`config.mk`:
```
export PLATFORM = sky130hd
export DESIGN_NAME = frac_clkgen
export DESIGN_NICKNAME = d
export VERILOG_FILES = /design/src/rtl/frac_clkgen_pkg.sv /design/src/rtl/frac_clkgen_regs.sv /design/src/rtl/frac_clkgen_srcmux.sv /design/src/rtl/frac_clkgen_core.sv /design/src/rtl/frac_clkgen.sv
export SDC_FILE = /design/constraint.sdc
export NUM_CORES = 1
export LEC_CHECK = 0
export BUFFER_PORTS_ARGS = -buffer_cell sky130_fd_sc_hd__clkbuf_2
export CAP_MARGIN = 20
export CORE_AREA = 2 2 111 102
export CTS_BUF_LIST = sky130_fd_sc_hd__clkbuf_4 sky130_fd_sc_hd__clkbuf_8 sky130_fd_sc_hd__clkbuf_16
export DETAILED_ROUTE_END_ITERATION = 7
export DIE_AREA = 0 0 113 104
export PLACE_DENSITY = 0.77
export SYNTH_ARGS = -nofsm -noshare
export SYNTH_HDL_FRONTEND = slang
export SYNTH_SLANG_ARGS = --single-unit
```
`constraint.sdc`:
```
create_clock -name clk -period 9.2 [get_ports clk]
set_input_delay 0 -clock clk [delete_from_list [all_inputs] [get_ports clk]]
set_output_delay 0 -clock clk [all_outputs]
set_load 0.005 [all_outputs]
```
`src/rtl/frac_clkgen_pkg.sv`:
```
package frac_clkgen_pkg;
    localparam int SEL_W = 4;
    localparam int ORD_W = 2;
    localparam int INT_W = 12;
    localparam int FRAC_W = 12;
    localparam logic [7:0] WR_KEY = 8'h5A;

    // control word bit positions
    localparam int CB_SRC = 0;
    localparam int CB_EN = 4;
    localparam int CB_KILL = 5;
    localparam int CB_BUSY = 7;
    localparam int CB_INV = 8;
    localparam int CB_ORD = 9;
    // divisor word bit positions
    localparam int DB_FRAC = 0;
    localparam int DB_INT = 12;

    typedef struct packed {
        logic [SEL_W-1:0]  src;
        logic              enab;
        logic              kill;
        logic              inv;
        logic [ORD_W-1:0]  order;
        logic [INT_W-1:0]  divi;
        logic [FRAC_W-1:0] divf;
    } cfg_t;
endpackage

```
`src/rtl/frac_clkgen_regs.sv`:
```
module frac_clkgen_regs
    import frac_clkgen_pkg::*;
(
    input  logic        clk,
    input  logic        rst_n,
    input  logic        wr_en,
    input  logic        wr_sel,
    input  logic [31:0] wr_data,
    input  logic        busy,
    output cfg_t        cfg
);
    cfg_t cfg_d, cfg_q;
    logic key_ok;

    always_comb begin
        cfg_d  = cfg_q;
        key_ok = (wr_data[31:24] == WR_KEY);
        if (wr_en && key_ok) begin
            if (!wr_sel) begin
                cfg_d.enab = wr_data[CB_EN];
                cfg_d.kill = wr_data[CB_KILL];
                cfg_d.inv  = wr_data[CB_INV];
                if (!busy) begin
                    cfg_d.src   = wr_data[CB_SRC +: SEL_W];
                    cfg_d.order = wr_data[CB_ORD +: ORD_W];
                end
            end else if (!busy) begin
                cfg_d.divi = wr_data[DB_INT +: INT_W];
                cfg_d.divf = wr_data[DB_FRAC +: FRAC_W];
            end
        end
    end

    always_ff @(posedge clk or negedge rst_n) begin
        if (!rst_n) cfg_q <= '0;
        else        cfg_q <= cfg_d;
    end

    assign cfg = cfg_q;
endmodule

```
`src/rtl/frac_clkgen_srcmux.sv`:
```
module frac_clkgen_srcmux #(
    parameter int NUM_SRC = 8,
    parameter int SEL_W   = 4
) (
    input  logic [NUM_SRC-1:0] src_tick,
    input  logic [SEL_W-1:0]   sel,
    output logic               tick
);
    logic [NUM_SRC-1:0] gated;

    for (genvar g = 0; g < NUM_SRC; g++) begin : g_src
        if (g == 0) begin : g_ground
            // input 0 is ground: its tick line never counts
            assign gated[g] = src_tick[g] & 1'b0;
        end else begin : g_live
            assign gated[g] = src_tick[g] & (sel == SEL_W'(g));
        end
    end

    assign tick = |gated;
endmodule

```
`src/rtl/frac_clkgen_core.sv`:
```
module frac_clkgen_core #(
    parameter int INT_W  = 12,
    parameter int FRAC_W = 12
) (
    input  logic              clk,
    input  logic              rst_n,
    input  logic              tick,
    input  logic              enab,
    input  logic              kill,
    input  logic              inv,
    input  logic              shape_on,
    input  logic [INT_W-1:0]  divi,
    input  logic [FRAC_W-1:0] divf,
    output logic              running,
    output logic              clk_out
);
    localparam int PER_W = INT_W + 1;

    typedef struct packed {
        logic              running;
        logic              gen;
        logic              out;
        logic [PER_W-1:0]  cnt;
        logic [PER_W-1:0]  per;
        logic [FRAC_W-1:0] acc;
    } st_t;

    st_t st_d, st_q;
    logic [PER_W-1:0]  base;
    logic [FRAC_W-1:0] frac;
    logic [FRAC_W:0]   sum;
    logic [PER_W-1:0]  low_len;
    logic [PER_W-1:0]  cnt_nx;

    always_comb begin
        base    = (divi < INT_W'(2)) ? PER_W'(2) : {1'b0, divi};
        frac    = shape_on ? divf : '0;
        sum     = {1'b0, st_q.acc} + {1'b0, frac};
        low_len = st_q.per - (st_q.per >> 1);
        cnt_nx  = st_q.cnt + PER_W'(1);
        st_d    = st_q;
        if (kill) begin
            st_d.running = 1'b0;
            st_d.gen     = 1'b0;
            st_d.cnt     = '0;
            st_d.acc     = '0;
        end else if (!st_q.running) begin
            if (enab) begin
                st_d.running = 1'b1;
                st_d.gen     = 1'b0;
                st_d.cnt     = '0;
                st_d.per     = base;
                st_d.acc     = frac;
            end
        end else if (tick) begin
            if (st_q.cnt == st_q.per - PER_W'(1)) begin
                // period boundary: output falls, accumulator steps
                st_d.cnt = '0;
                st_d.gen = 1'b0;
                st_d.acc = sum[FRAC_W-1:0];
                st_d.per = base + {{(PER_W-1){1'b0}}, sum[FRAC_W]};
                if (!enab) st_d.running = 1'b0;
            end else begin
                st_d.cnt = cnt_nx;
                st_d.gen = (cnt_nx >= low_len);
            end
        end
        st_d.out = st_d.gen ^ inv;
    end

    always_ff @(posedge clk or negedge rst_n) begin
        if (!rst_n) st_q <= '0;
        else        st_q <= st_d;
    end

    assign running = st_q.running;
    assign clk_out = st_q.out;
endmodule

```
`src/rtl/frac_clkgen.sv`:
```
module frac_clkgen
    import frac_clkgen_pkg::*;
#(
    parameter int NUM_SRC = 8
) (
    input  logic               clk,
    input  logic               rst_n,
    input  logic [NUM_SRC-1:0] src_tick,
    input  logic               wr_en,
    input  logic               wr_sel,
    input  logic [31:0]        wr_data,
    input  logic               rd_sel,
    output logic [31:0]        rd_data,
    output logic               clk_out
);
    cfg_t cfg;
    logic tick_sel;
    logic busy_w;
    logic cfg_enab, cfg_kill, cfg_inv;
    logic [SEL_W-1:0] cfg_src;
    logic [ORD_W-1:0] cfg_order;
    logic [INT_W+FRAC_W-1:0] div_word;

    assign cfg_enab  = cfg.enab;
    assign cfg_kill  = cfg.kill;
    assign cfg_inv   = cfg.inv;
    assign cfg_src   = cfg.src;
    assign cfg_order = cfg.order;
    assign div_word  = {cfg.divi, cfg.divf};

    frac_clkgen_regs u_regs (
        .clk     (clk),
        .rst_n   (rst_n),
        .wr_en   (wr_en),
        .wr_sel  (wr_sel),
        .wr_data (wr_data),
        .busy    (busy_w),
        .cfg     (cfg)
    );

    frac_clkgen_srcmux #(.NUM_SRC(NUM_SRC), .SEL_W(SEL_W)) u_mux (
        .src_tick (src_tick),
        .sel      (cfg_src),
        .tick     (tick_sel)
    );

    frac_clkgen_core #(.INT_W(INT_W), .FRAC_W(FRAC_W)) u_core (
        .clk      (clk),
        .rst_n    (rst_n),
        .tick     (tick_sel),
        .enab     (cfg_enab),
        .kill     (cfg_kill),
        .inv      (cfg_inv),
        .shape_on (|cfg_order),
        .divi     (cfg.divi),
        .divf     (cfg.divf),
        .running  (busy_w),
        .clk_out  (clk_out)
    );

    always_comb begin
        rd_data = '0;
        if (rd_sel) begin
            rd_data[DB_INT +: INT_W]   = cfg.divi;
            rd_data[DB_FRAC +: FRAC_W] = cfg.divf;
        end else begin
            rd_data[CB_SRC +: SEL_W] = cfg_src;
            rd_data[CB_EN]           = cfg_enab;
            rd_data[CB_KILL]         = cfg_kill;
            rd_data[CB_BUSY]         = busy_w;
            rd_data[CB_INV]          = cfg_inv;
            rd_data[CB_ORD +: ORD_W] = cfg_order;
        end
    end
endmodule

```
; ---- Word-level counts from Yosys, hierarchy flattened
; Index checks and enable logic that the tools add are counted.
[op_classes]
addsub = 5
order_cmp = 2
n_eq_ne = 13
n_mux = 20
bitwise_logic = 11
reduce_logical = 11
[ops]
columns = cell, count
row1 = $mux 38, 3
row2 = $mux 13, 3
row3 = $mux 12, 3
row4 = $mux 25, 1
row5 = $eq 4x3->1 const B, 4
row6 = $add 12x12->13, 1
row7 = $add 13x1->13, 1
row8 = $add 13x1->13 const B, 1
row9 = $eq 13x13->1, 1
row10 = $ge 13x13->1, 1
row11 = $sub 13x1->13 const B, 1
row12 = $sub 13x12->13, 1
row13 = $lt 12x2->1 const B, 1
row14 = $reduce_and 3->1, 3
row15 = $eq 4x2->1 const B, 2
row16 = $eq 8x7->1 const B, 1
row17 = $mux 2, 4
row18 = $and 1x1->1, 7
row19 = $reduce_or 7->1, 1
row20 = $mux 6, 1
row21 = $ne 3x3->1 const B, 2
row22 = $eq 4x1->1 const B, 1
row23 = $mux 1, 4
row24 = $mux 4, 1
row25 = 9 further kinds, 13
[word_totals]
regBits = 74
input_bits = 45
out_inout_bits = 33
elab_cells = 75

; ---- Longest topological paths before layout
; Gate-level depths: netlist (run 1).
[depth]
depth_word = 8
ltp_mapped = 20
mapped_depth_nobuf = 19

; ---- Hierarchy
; A second synthesis (run 1) with hierarchy kept.
[unflattened]
cells_unflattened = 599
hier_area_um2 = 5930.7
[by_module_without_submodules]
columns = module, n_inst, cells_per_inst, area_each_um2, seq_area_each_um2
row1 = frac_clkgen_core, 1, 477, 4125.2, 1026.0
row2 = frac_clkgen_regs, 1, 75, 1392.6, 825.8
row3 = frac_clkgen, 1, 37, 332.8, 0.0
row4 = frac_clkgen_srcmux, 1, 10, 80.1, 0.0

; ---- Least setup slack after synthesis (run 1)
; OpenSTA, ideal clock, no wires.
[synth_path]
kind = register to register
startpoint = reg u_regs.cfg_q, in the netlist u_regs.cfg[25]
endpoint = reg u_core.st_q[13] (netlist name)
setup_ns = 0.125
arrival_ns = 3.466
t_required_ns = 9.075
slack_ns = 5.609
path_stages_with_launch = 18
n_path_buf = 1
period_less_slack_ns = 3.591
cell_sequence = dfrtp_1 > or2_2 > clkbuf_1 > and2_1 > ha_1 > inv_1 > fa_1 > nor2b_1 > o31a_1 > o31a_1 > o211ai_1 > nand2_1 > a21oi_1 > o21ai_0 > ha_1 > ha_1 > mux2_2 > mux2_2
[synth_between]
elab_chain_len = 7
[synth_rtl]
columns = item, line
row1 = "start, declared", frac_clkgen_regs.sv:12  ; cfg_t cfg_d, cfg_q;
row2 = "start signal, assigned", frac_clkgen_regs.sv:36  ; else cfg_q <= cfg_d;
row3 = $reduce_or 2->1, frac_clkgen.sv:54  ; .shape_on (|cfg_order),
row4 = $mux 12, frac_clkgen_core.sv:37  ; frac = shape_on ? divf : '0;
row5 = $add 12x12->13, frac_clkgen_core.sv:38  ; sum = {1'b0, st_q.acc} + {1'b0, frac};
row6 = $add 13x1->13, frac_clkgen_core.sv:61  ; st_d.per = base + {{(PER_W-1){1'b0}}, sum[FRAC_W]};
row7 = $mux 25, frac_clkgen_core.sv:56  ; if (st_q.cnt == st_q.per - PER_W'(1)) begin
row8 = $mux 38, frac_clkgen_core.sv:55  ; end else if (tick) begin
row9 = $mux 38, frac_clkgen_core.sv:47  ; end else if (!st_q.running) begin
row10 = "end signal, assigned", frac_clkgen_core.sv:73  ; else st_q <= st_d;
row11 = "end, declared", frac_clkgen_core.sv:28  ; st_t st_d, st_q;
; Every way passes these cells. The select of a mux whose other input is x is not followed.
; A chain may end at the register's enable or synchronous reset.

; ---- Worst setup path after layout (run 1)
[layout_path]
startpoint = reg u_core.st_q, in the netlist u_core.running
endpoint = reg u_core.st_q[13] (netlist name)
[layout_between]
elab_chain_len = 2
word_cells_on_any_way = 5
cone_classes = 2 x eq/ne / 1 x mux / 2 x reduce/logical
[layout_rtl]
columns = item
row1 = $ne 2x2->1 (no line) or $reduce_bool 2->1 (tied branches)
row2 = $reduce_and 4->1 (no line)
; Several ways; a longest one is shown, not always the timed one.

==> flow_summary_export.csv, run 1 <==
group,metric,value,unit
outcome,status,"complete, but fails checks",
outcome,violations,"DRC",
logic_synthesis,synth_seq_area_share,32.2,%
cts,cts.repair_timing.setup_buffer_count,0,
route,avgViaCountPerCell,5.74,
critical_path,crit_path_max_incr_delay,0.87,ns
route,antenna_violating_nets_post_route,0,
place,dp_hpwl,9830,µm
floorplanning,dieArea,0.0118,mm²
pwr,cellInternalPower,0.893,mW
pwr,worst_ir_drop_vdd,0.000137,V
critical_path,critical_path_arrival,4.37,ns
pwr,share_seq_of_total_power,28.1,%
timing,min_hold_slack,0.147,ns
global_route,grt.overflow.total,0,
timing,clock_skew,0.00774,ns
global_route,largest_net_degree_at_the_start_of_global_routing,75,
layout,num_antenna_cells,0,
floorplanning,design.core.area,0.0106,mm²
place,buffers_on_ports,68,
timing,report.final.setup_viol,0,
critical_path,crit-reg2reg-capture,"u_core.st_q[13]$_DFFE_PN0P_",
logic_synthesis,synth_warnings,0,
pwr,p_sw_share,41.8,%
floorplanning,row_count,36,
layout,synthesis_to_finish_area_growth,16.1,%
pwr,p_leak,3.29,nW
floorplanning,number_of_placed_i_o_pins,78,
layout,layout.cell_area.non_filler,0.00667,mm²
logic_synthesis,synth.ff_latch_count,74,
logic_synthesis,number_of_flops_mapped_to_enable_cells_by_yosys,0,
critical_path,worst-r2r-setup-slack,5.07,ns
critical_path,depth_of_the_worst_register_to_register_path,6,
floorplanning,dieWidth,113,µm
layout,finish.cell_count_without_fillers,813,
timing,maximum_frequency_from_static_timing_analysis,242,MHz
cts,clkSinkCount,74,
min_path,holdCritStartpoint,"wr_sel",
logic_synthesis,synth_ff_type,"dfrtp_1",
layout,post_route_cells_drive_above_1_share,21.5,%
cts,clock_latency,0.35,ns
cts,cts_max_path_buffers,2,
floorplanning,die_h,104,µm
logic_synthesis,post_synth.cell_area_avg,9.73,µm²
logic_synthesis,asyncSetResetFlopFracSynth,100,%
route,drt-total-wl,13400,µm
min_path,holdCritPathClass,"primary input to register",
floorplanning,initial_core_util,54.0,%
timing,tns_setup,0,ns
pwr,combPwrFrac,48.9,%
logic_synthesis,synthesized_instance_count,590,
critical_path,path_cells,"inv_1 > or4_1 > nand2b_1 > a31o_2 > and2b_1 > mux2_2",
critical_path,critPathBufInv,1,
pwr,clock_power_share,23.1,%
timing,worst-slew-pin-transition,0.917,ns
cts,clock_tree_from_tritoncts,"built",
route,detailedRoute.firstIterationViolations,193,
route,firstDrtPassIters,6,
critical_path,setup.worst_path.end_class,"register",
pwr,power_switching,0.640,mW
critical_path,critPathSlowestCell,"dfrtp_1",
critical_path,cpLargestDelayFamily,"simple AND/OR/NAND/NOR gates",
timing,max-slew-margin-rel,38.9,%
global_route,groute.usage.overall,23.7,%
place,placed_area,0.00613,mm²
global_route,first_global_vias,4796,
global_route,grt_antenna_before_repair,0,
min_path,holdPathStages,3,
timing,drv_slew,0,
min_path,hold_path_end,"u_regs.cfg[27]$_DFFE_PN0P_",
logic_synthesis,synth_cell_types,60,
place,dp_cells,772,
layout,nNetsFinal,777,
pwr,design_power_total,1.53,mW
cts,cts_htree_levels,3,
route,remaining_design_rule_violation_count,1,
cts,numCtsBuffers,9,
timing,finalHoldViolCount,0,
layout,final_util,62.7,%
timing,grt_setup_unrepaired,"no",
critical_path,worstSetupPathType,"register to register",
global_route,wire_length_of_the_first_global_routing_pass,22600,µm
timing,min_period_over_period,44.9,%
critical_path,worstReg2RegStart,"u_core.running$_DFF_PN0_",
place,routabilityCongestion,0.888,
timing,layout_min_cycle_time,4.13,ns
critical_path,crit_fanout,24,
place,detailedPlace.worstSlack,5.12,ns
logic_synthesis,netlist_area,0.00574,mm²
cts,clock_input_transition_at_the_sequential_cells_of_the_worst_setup_and_hold_paths,0.06,ns
run,maxCapViolCount,0,
critical_path,critical_path_required,9.44,ns
pwr,cellPowerDensity,230,mW/mm²
route,vias,4669,
timing,finalWorstSetupSlack,5.07,ns
route,route.detailed.wl_per_inst,16.5,µm
critical_path,worstSetupStartpointType,"register",
cts,ctsRootBufferMaster,"clkbuf_16",
[state kept, by name, indices dropped and copies added, names as in the netlist]
signal / cells
u_core.clk_out: 1
u_core.running: 1
u_core.st_q: 39
u_regs.cfg: 33
[logic make-up after synthesis]
| kind of cell | after synthesis | synth area share (%) |
|---|---|---|
| AND/OR/NAND/NOR | 162 | 14.8 |
| AO/OA/AOI/OAI | 95 | 10.8 |
| flip-flops | 74 | 32.2 |
| multiplexers | 73 | 14.1 |
| XOR/XNOR | 65 | 10.2 |
| buffers and inverters | 63 | 5.16 |
| adder cells (fa/ha/maj) | 57 | 12.7 |
| other | 1 | 0.0653 |
[worst max path at each step]
stage / startpoint / end / cells past startpoint
after floorplan: u_regs.cfg[25]$_DFFE_PN0P_ / u_core.st_q[13]$_DFFE_PN0P_ / 17
after global placement: u_core.running$_DFF_PN0_ / u_core.st_q[13]$_DFFE_PN0P_ / 6
after detailed placement: u_regs.cfg[25]$_DFFE_PN0P_ / u_core.st_q[22]$_DFFE_PN0P_ / 19
after CTS: u_core.running$_DFF_PN0_ / u_core.st_q[13]$_DFFE_PN0P_ / 6
after global routing: u_regs.cfg[25]$_DFFE_PN0P_ / u_core.st_q[22]$_DFFE_PN0P_ / 19
final: u_core.running$_DFF_PN0_ / u_core.st_q[13]$_DFFE_PN0P_ / 6
[synthesized netlist by cell type (6+ instances only)]
cell type  instances  area, µm²
nor2b_1            7       43.8
o21ai_0           17       85.1
nor2_1            31        116
nand4_1            6       37.5
xnor2_1           34        298
clkbuf_1          14       52.6
ha_1              55        688
and2_1            27        169
mux2i_1           18        180
mux2_2            54        608
nand2_1           34        128
a21oi_1           25        125
dfrtp_1           74       1850
a31oi_1            6       37.5
nand3_1           13       65.1
inv_1             36        135
nand2b_1           6       37.5
xor2_1            30        263
buf_4              9       67.6
o22ai_1            7       43.8
nor3_1            12       60.1
[metal layers]
| layer | part of all wire [%] | GRT usage (%) | wire, µm | up-vias |
|---|---|---|---|---|
| met4 | 1.9 | 9.06 | 250 | 0 |
| met1 | 44 | 30.6 | 5890 | 2244 |
| met5 | 0 | 0 | 0 | - |
| met3 | 5.3 | 3.67 | 718 | 20 |
| met2 | 49 | 39.9 | 6580 | 173 |
| li1 | - | - | - | 2232 |
[cell usage in the layout (no fill, tap or decap), types with 3 or more instances in the layout]
cell and instances:
or3_1 5, conb_1 8, o21ai_0 17, dfrtp_1 74
xor2_1 30, ha_1 55, nor2_1 31, a21oi_1 25
nand2b_1 6, inv_6 4, a31oi_1 6, o22ai_1 7
nand3_1 13, clkbuf_16 9, nor2b_1 7, clkbuf_2 67
dlygate4sd3_1 25, xnor2_1 34, inv_1 36, and2_1 27
a22o_1 3, o21bai_1 5, nor3_1 12, nand2_1 34
mux2_2 54, a211oi_1 5, a21o_1 5, a221oi_1 3
and3_1 5, mux2i_1 18, nand4_1 6
[power groups by stage]
stage / Clock (mW) / Combinational (mW) / Sequential [mW]
6_report: 0.354 / 0.749 / 0.430
3_5_place_dp: 0 / 0.711 / 0.435
2_1_floorplan: 0 / 0.569 / 0.409
3_3_place_gp: 0 / 0.676 / 0.434
4_1_cts: 0.354 / 0.735 / 0.430
5_1_grt: 0.368 / 0.828 / 0.438
[worst register-to-register path: stages, from the launching register on]
cell and delay, ns:
dfrtp_1 0.87, inv_1 0.48, or4_1 0.71, nand2b_1 0.27, a31o_2 0.58, and2b_1 0.69
mux2_2 0.41
[timing repair]
item | in CTS | in global routing
endpoints found under the hold margin | 107 | 0
hold buffers | 25 | 0
gates resized for setup | 0 | 0
setup endpoints to repair | 0 | 0
[area by class of cell]
| type | instances | area (µm²) |
|---|---|---|
| Fill cell | 830 | 3960 |
| Multi-Input combinational cell | 460 | 3630 |
| Sequential cell | 74 | 1850 |
| Timing Repair Buffer | 94 | 601 |
| Clock buffer | 9 | 225 |
| Tap cell | 133 | 166 |
| Inverter | 36 | 135 |
| Clock inverter | 7 | 65.1 |
Power figures use the tool's default switching activity.
==> run 2, diff against run 1 <==
==> constraint.sdc (replaced) <==
create_clock -name clk -period 3.9 [get_ports clk]
set_input_delay 0 -clock clk [delete_from_list [all_inputs] [get_ports clk]]
set_output_delay 0 -clock clk [all_outputs]
set_load 0.005 [all_outputs]
==> run 2 against run 1 <==
  * The flow still finishes with violations (DRC)
  * Highest routed layer unchanged
  * Maximum frequency grew 11%
  * Clock skew is 0.0018 ns lower
  * Wire length up 4.1%
  * Critical path depth up 13
  * Non-clock buffer count rose by 15
  * Sequential share of layout area shrank 0.68 points
  * Largest power group unchanged
  * Hold slack gained 0.018 ns
  * Die area unchanged
  * Core utilization is 1.6 points higher
  * Via count increased by 0.66%
  * Cell count grew 1.7%
  * Flip-flop and latch count stayed put
==> flow_summary_export.csv, run 2 (synthesis gave the netlist of run 1 again) <==
group,metric,value,unit
cts,cts_htree_levels,3,
floorplanning,die_h,104,µm
floorplanning,design.core.area,0.0106,mm²
place,routabilityCongestion,0.887,
route,remaining_design_rule_violation_count,1,
critical_path,worst-r2r-setup-slack,0.17,ns
timing,drv_slew,0,
global_route,grt_antenna_before_repair,0,
critical_path,worstSetupPathType,"register to register",
layout,layout_common_cells,"74 x dfrtp_1, 67 x clkbuf_2, 54 x mux2_2, 54 x ha_1, 35 x inv_1",
route,detailedRoute.firstIterationViolations,311,
layout,num_antenna_cells,0,
outcome,violations,"DRC",
pwr,design_power_total,3.66,mW
global_route,groute.usage.overall,25.0,%
timing,finalHoldViolCount,0,
place,detailedPlace.worstSlack,-0.0195,ns
layout,synthesis_to_finish_area_growth,19.0,%
timing,maximum_frequency_from_static_timing_analysis,268,MHz
pwr,cellPowerDensity,535,mW/mm²
global_route,wire_length_of_the_first_global_routing_pass,23500,µm
critical_path,path_cells,"or2_4 > and2_1 > ha_2 > inv_2 > fa_2 > nor2b_1 > o31a_1 > o31a_1 > o211ai_1 > nand2_1 > a21oi_2 > o21ai_2 > ha_1 > ha_1 > nand4_1 > nor2_2 > nand3_1 > xor2_1 > mux2i_1",
min_path,holdPathStages,3,
critical_path,crit_path_max_incr_delay,0.40,ns
critical_path,worstReg2RegStart,"u_regs.cfg[25]$_DFFE_PN0P_",
cts,cts_max_path_buffers,2,
floorplanning,number_of_placed_i_o_pins,78,
min_path,hold_path_end,"u_regs.cfg[27]$_DFFE_PN0P_",
cts,clock_tree_from_tritoncts,"built",
cts,ctsRootBufferMaster,"clkbuf_16",
timing,report.final.setup_viol,0,
place,placed_area,0.00617,mm²
route,firstDrtPassIters,7,
layout,layout.cells.most_common,"dfrtp_1",
critical_path,setup.worst_path.end_class,"register",
global_route,largest_net_degree_at_the_start_of_global_routing,75,
floorplanning,dieArea,0.0118,mm²
cts,clkSinkCount,74,
critical_path,depth_of_the_worst_register_to_register_path,19,
layout,fillCellCount,809,
critical_path,critical_path_required,4.12,ns
timing,worst-slew-pin-transition,0.952,ns
critical_path,critPathBufInv,1,
timing,min_period_over_period,95.7,%
route,route.detailed.wl_per_inst,16.9,µm
place,buffers_on_ports,68,
min_path,holdCritPathClass,"primary input to register",
cts,clock_input_transition_at_the_sequential_cells_of_the_worst_setup_and_hold_paths,0.06,ns
run,maxCapViolCount,0,
layout,nNetsFinal,792,
critical_path,cpLargestDelayFamily,"compound AO/OA/AOI/OAI gates",
layout,layout.cell_area.non_filler,0.00684,mm²
pwr,p_leak,3.38,nW
pwr,worst_ir_drop_vdd,0.000364,V
layout,post_route_cells_drive_above_1_share,24.2,%
route,vias,4700,
critical_path,worstSetupStartpointType,"register",
critical_path,crit-reg2reg-capture,"u_core.st_q[22]$_DFFE_PN0P_",
pwr,cellInternalPower,2.23,mW
critical_path,critPathSlowestCell,"dfrtp_1",
layout,final_util,64.3,%
critical_path,critical_path_arrival,3.95,ns
timing,max-slew-margin-rel,36.6,%
critical_path,critical_path_cell_count,19,
timing,grt_setup_unrepaired,"yes",
place,dp_hpwl,10200,µm
pwr,power_switching,1.43,mW
timing,layout_min_cycle_time,3.73,ns
pwr,share_seq_of_total_power,26.8,%
layout,largest_register_ffs,39,
floorplanning,dieWidth,113,µm
pwr,combPwrFrac,48.8,%
critical_path,crit_fanout,8,
global_route,grt.overflow.total,0,
floorplanning,row_count,36,
min_path,holdCritStartpoint,"wr_sel",
timing,min_hold_slack,0.164,ns
layout,largest-register,"u_core.st_q",
timing,finalWorstSetupSlack,0.167,ns
route,antenna_violating_nets_post_route,0,
floorplanning,initial_core_util,54.0,%
route,avgViaCountPerCell,5.68,
route,drt-total-wl,14000,µm
pwr,p_sw_share,39.0,%
global_route,first_global_vias,4833,
timing,clock_skew,0.00596,ns
cts,clock_latency,0.34,ns
outcome,status,"complete, but fails checks",
cts,numCtsBuffers,9,
pwr,clock_power_share,24.3,%
run 2: cell types whose count changed in the layout (fill, tap and decap cells not counted), moves of 2 or more:
| cell | before | now |
|---|---|---|
| a21oi_1 | 25 | 23 |
| a21oi_2 | 0 | 2 |
| buf_4 | 2 | 17 |
| bufinv_16 | 0 | 2 |
| clkinv_4 | 0 | 2 |
| inv_6 | 4 | 1 |
| inv_8 | 2 | 0 |
| o21ai_0 | 17 | 15 |
run 2: how the worst max path moves through the flow:
| stage | startpoint | to | slack (ns) |
|---|---|---|---|
| final | u_regs.cfg[25]$_DFFE_PN0P_ | u_core.st_q[22]$_DFFE_PN0P_ | 0.17 |
| after global routing | u_core.st_q[14]$_DFFE_PN0P_ | u_core.clk_out$_DFF_PN0_ | -0.02 |
| after CTS | u_regs.cfg[25]$_DFFE_PN0P_ | u_core.st_q[22]$_DFFE_PN0P_ | 0.07 |
| after detailed placement | u_regs.cfg[25]$_DFFE_PN0P_ | u_core.st_q[22]$_DFFE_PN0P_ | -0.02 |
| after global placement | u_regs.cfg[25]$_DFFE_PN0P_ | u_core.st_q[22]$_DFFE_PN0P_ | 0.17 |
| after floorplan | u_regs.cfg[25]$_DFFE_PN0P_ | u_core.st_q[13]$_DFFE_PN0P_ | 0.31 |
run 2: worst reg2reg max path, stage by stage (launching register included):
cell and delay (ns):
dfrtp_1 0.40, or2_4 0.29, and2_1 0.18, ha_2 0.19
inv_2 0.06, fa_2 0.20, nor2b_1 0.06, o31a_1 0.28
o31a_1 0.32, o211ai_1 0.22, nand2_1 0.13, a21oi_2 0.17
o21ai_2 0.08, ha_1 0.22, ha_1 0.19, nand4_1 0.16
nor2_2 0.08, nand3_1 0.10, xor2_1 0.17, mux2i_1 0.09
run 2: area by class of cell:
cell class | instances | area [µm²] | share of cell area, %
inverters | 36 | 135 | 1.98
repair buffers | 109 | 713 | 10.4
clock buffers | 9 | 225 | 3.29
clock inverters | 6 | 91.3 | 1.34
well taps | 133 | 166 | 2.43
flip-flops and latches | 74 | 1850 | 27.1
multi-input cells | 460 | 3650 | 53.4
run 2: power by group through the flow:
stage,sequential [mW],clock [mW],combinational (mW)
2_1_floorplan,0.966,0,1.34
6_report,0.982,0.891,1.79
3_3_place_gp,0.990,0,1.65
4_1_cts,0.981,0.903,1.75
5_1_grt,0.999,0.937,2.00
3_5_place_dp,0.994,0,1.72
run 2: per-stage QoR:
stage / TNS (ns) / instances
floorplan: 0 / 597
global placement: 0 / 777
detailed placement: -0.0195 / 777
CTS: 0 / 823
global route: -0.0393 / 827
finish: 0 / 827
run 2: what timing repair did:
item	CTS	global route
cloned	0	0
hold buffers	25	0
setup endpoints to repair	2	9
resized for setup	2	9
endpoints found under the hold margin	107	0
setup buffers	6	4
pin swaps	1	8
run 2: routing by layer:
metal | global-route usage [%] | wire length [µm]
met5 | 0 | 0
met4 | 7.32 | 218
met3 | 6.70 | 858
met2 | 40.1 | 6630
met1 | 33.1 | 6280
==> run 3, diff against run 2 <==
--- a/config.mk
+++ b/config.mk
@@ -7,11 +7,12 @@
 export LEC_CHECK = 0
 export BUFFER_PORTS_ARGS = -buffer_cell sky130_fd_sc_hd__clkbuf_2
 export CAP_MARGIN = 20
-export CORE_AREA = 2 2 111 102
+export CORE_AREA = 2 2 139 127
 export CTS_BUF_LIST = sky130_fd_sc_hd__clkbuf_4 sky130_fd_sc_hd__clkbuf_8 sky130_fd_sc_hd__clkbuf_16
+export CTS_CLUSTER_DIAMETER = 200
 export DETAILED_ROUTE_END_ITERATION = 7
-export DIE_AREA = 0 0 113 104
-export PLACE_DENSITY = 0.77
+export DIE_AREA = 0 0 141 129
+export PLACE_DENSITY = 0.53
 export SYNTH_ARGS = -nofsm -noshare
 export SYNTH_HDL_FRONTEND = slang
 export SYNTH_SLANG_ARGS = --single-unit
==> constraint.sdc (replaced) <==
create_clock -name clk -period 3.9 [get_ports clk]
set_input_delay 0.195 -clock clk [delete_from_list [all_inputs] [get_ports clk]]
set_output_delay 0.195 -clock clk [all_outputs]
set_load 0.005 [all_outputs]
==> run 3 against run 2 <==
  * Die area increased by 55%
  * Flip-flop and latch count is the same
  * Combinational power about the same
  * The flow now finishes without violations
  * Maximum frequency is 2.2% higher
  * Via count shrank 6.6%
  * Register-to-register slack improved by 0.08 ns
  * Hold slack worse by 0.16 ns
  * Critical endpoint is now u_core.st_q[13]$_DFFE_PN0P_
==> flow_summary_export.csv, run 3 (synthesis gave the netlist of run 1 again) <==
group,metric,value,unit
route,firstDrtPassIters,4,
floorplanning,die_h,129,µm
global_route,largest_net_degree_at_the_start_of_global_routing,75,
floorplanning,row_count,45,
critical_path,critical_path_required,4.12,ns
cts,clock_latency,0.34,ns
pwr,design_power_total,3.61,mW
place,buffers_on_ports,68,
critical_path,worstSetupPathType,"register to register",
layout,largest-register,"u_core.st_q",
timing,clock_skew,0.0120,ns
route,vias,4390,
layout,layout.cell_area.non_filler,0.00662,mm²
global_route,use_met3,2.23,%
critical_path,crit_fanout,7,
cts,ctsRootBufferMaster,"clkbuf_16",
timing,min_period_over_period,93.6,%
cts,numCtsBuffers,9,
floorplanning,dieWidth,141,µm
critical_path,setup.worst_path.end_class,"register",
route,remaining_design_rule_violation_count,0,
timing,tns_setup,0,ns
timing,finalHoldViolCount,0,
timing,finalWorstSetupSlack,0.249,ns
min_path,holdCritPathClass,"primary input to asynchronous set/reset pin",
global_route,top_usage_layer,"met2",
timing,worst-slew-pin-transition,0.963,ns
critical_path,worstSetupStartpointType,"register",
global_route,groute.usage.overall,15.2,%
layout,finish.cell_count_without_fillers,876,
place,dp_cells,858,
cts,cts_max_path_buffers,2,
route,route.detailed.wl_per_inst,15.1,µm
route,detailedRoute.firstIterationViolations,214,
floorplanning,dieArea,0.0182,mm²
place,placed_area,0.00629,mm²
cts,clkSinkCount,74,
layout,final_util,39.6,%
timing,maximum_frequency_from_static_timing_analysis,274,MHz
route,avgViaCountPerCell,5.01,
run,maxCapViolCount,0,
cts,clock_input_transition_at_the_sequential_cells_of_the_worst_setup_and_hold_paths,0.07,ns
global_route,grt_antenna_before_repair,0,
critical_path,critical_path_arrival,3.87,ns
place,routabilityCongestion,0.810,
global_route,first_global_vias,4452,
timing,min_hold_slack,0.00156,ns
pwr,worst_ir_drop_vdd,0.000221,V
layout,synthesis_to_finish_area_growth,15.3,%
route,antenna_violating_nets_post_route,0,
floorplanning,initial_core_util,34.3,%
timing,drv_slew,0,
layout,layout.cells.most_common,"dfrtp_1",
outcome,status,"completed",
timing,max-slew-margin-rel,35.8,%
place,detailedPlace.worstSlack,0.0934,ns
timing,report.final.setup_viol,0,
global_route,grt_util_met2,24.6,%
place,dp_hpwl,10200,µm
global_route,grt.overflow.total,0,
cts,clock_tree_from_tritoncts,"built",
floorplanning,design.core.area,0.0167,mm²
timing,grt_setup_unrepaired,"no",
layout,num_antenna_cells,0,
layout,post_route_cells_drive_above_1_share,24.1,%
layout,nNetsFinal,762,
floorplanning,number_of_placed_i_o_pins,78,
route,drt-total-wl,13200,µm
timing,layout_min_cycle_time,3.65,ns
layout,largest_register_ffs,39,
pwr,p_leak,3.24,nW
global_route,wire_length_of_the_first_global_routing_pass,21900,µm
layout,layout_common_cells,"74 x dfrtp_1, 67 x clkbuf_2, 54 x mux2_2, 54 x ha_1, 36 x inv_1",
global_route,met1_usage,20.8,%
cts,cts_htree_levels,3,
pwr,cellPowerDensity,545,mW/mm²
cts,postCtsHoldBufs,0,
## run 3: worst paths after layout
path,start,to,slack (ns),cells after the start
worst max-delay path,u_regs.cfg[25]$_DFFE_PN0P_,u_core.st_q[13]$_DFFE_PN0P_,0.25,16
worst min-delay path,rst_n,u_core.st_q[36]$_DFFE_PN0P_,0.002,1
worst max register to register,u_regs.cfg[25]$_DFFE_PN0P_,u_core.st_q[13]$_DFFE_PN0P_,0.25,16
worst min register to register,u_regs.cfg[26]$_DFFE_PN0P_,u_core.clk_out$_DFF_PN0_,0.50,1
max in group asynchronous,rst_n,u_core.st_q[5]$_DFFE_PN0P_,3.27,1
min in group clk,wr_data[15],u_regs.cfg[15]$_DFFE_PN0P_,0.07,3
## run 3: where the power goes
part	switching [mW]	internal, mW
clock network	0.351	0.514
logic	0.973	0.783
registers	0.115	0.875
total	1.44	2.17
## run 3: layout make-up
cell class	instances	area (µm²)
clock buffers	10	239
clock inverters	6	65.1
fillers	1675	10100
inverters	36	135
multi-input cells	460	3640
flip-flops and latches	74	1850
well taps	211	264
repair buffers	79	425
## run 3: layer usage
metal | vias up | wire [µm]
li1 | 2193 | -
met1 | 2087 | 6590
met2 | 105 | 5900
met3 | 5 | 578
met4 | 0 | 123
met5 | - | 0
## run 3: what timing repair did
action,CTS,global route
buffers inserted,0,2
setup endpoints to repair,0,8
resized for setup,0,8
## run 3: critical path: stages, from the launching register on
cell and delay [ns]:
dfrtp_1 0.39, or2_4 0.28, and2_1 0.17, ha_1 0.20, inv_1 0.07, fa_2 0.21
nor2b_1 0.06, o31a_1 0.27, o31a_1 0.28, o211ai_1 0.23, nand2_1 0.11, a21oi_1 0.17
o21ai_1 0.10, ha_2 0.20, ha_1 0.27, mux2_2 0.26, mux2_2 0.26
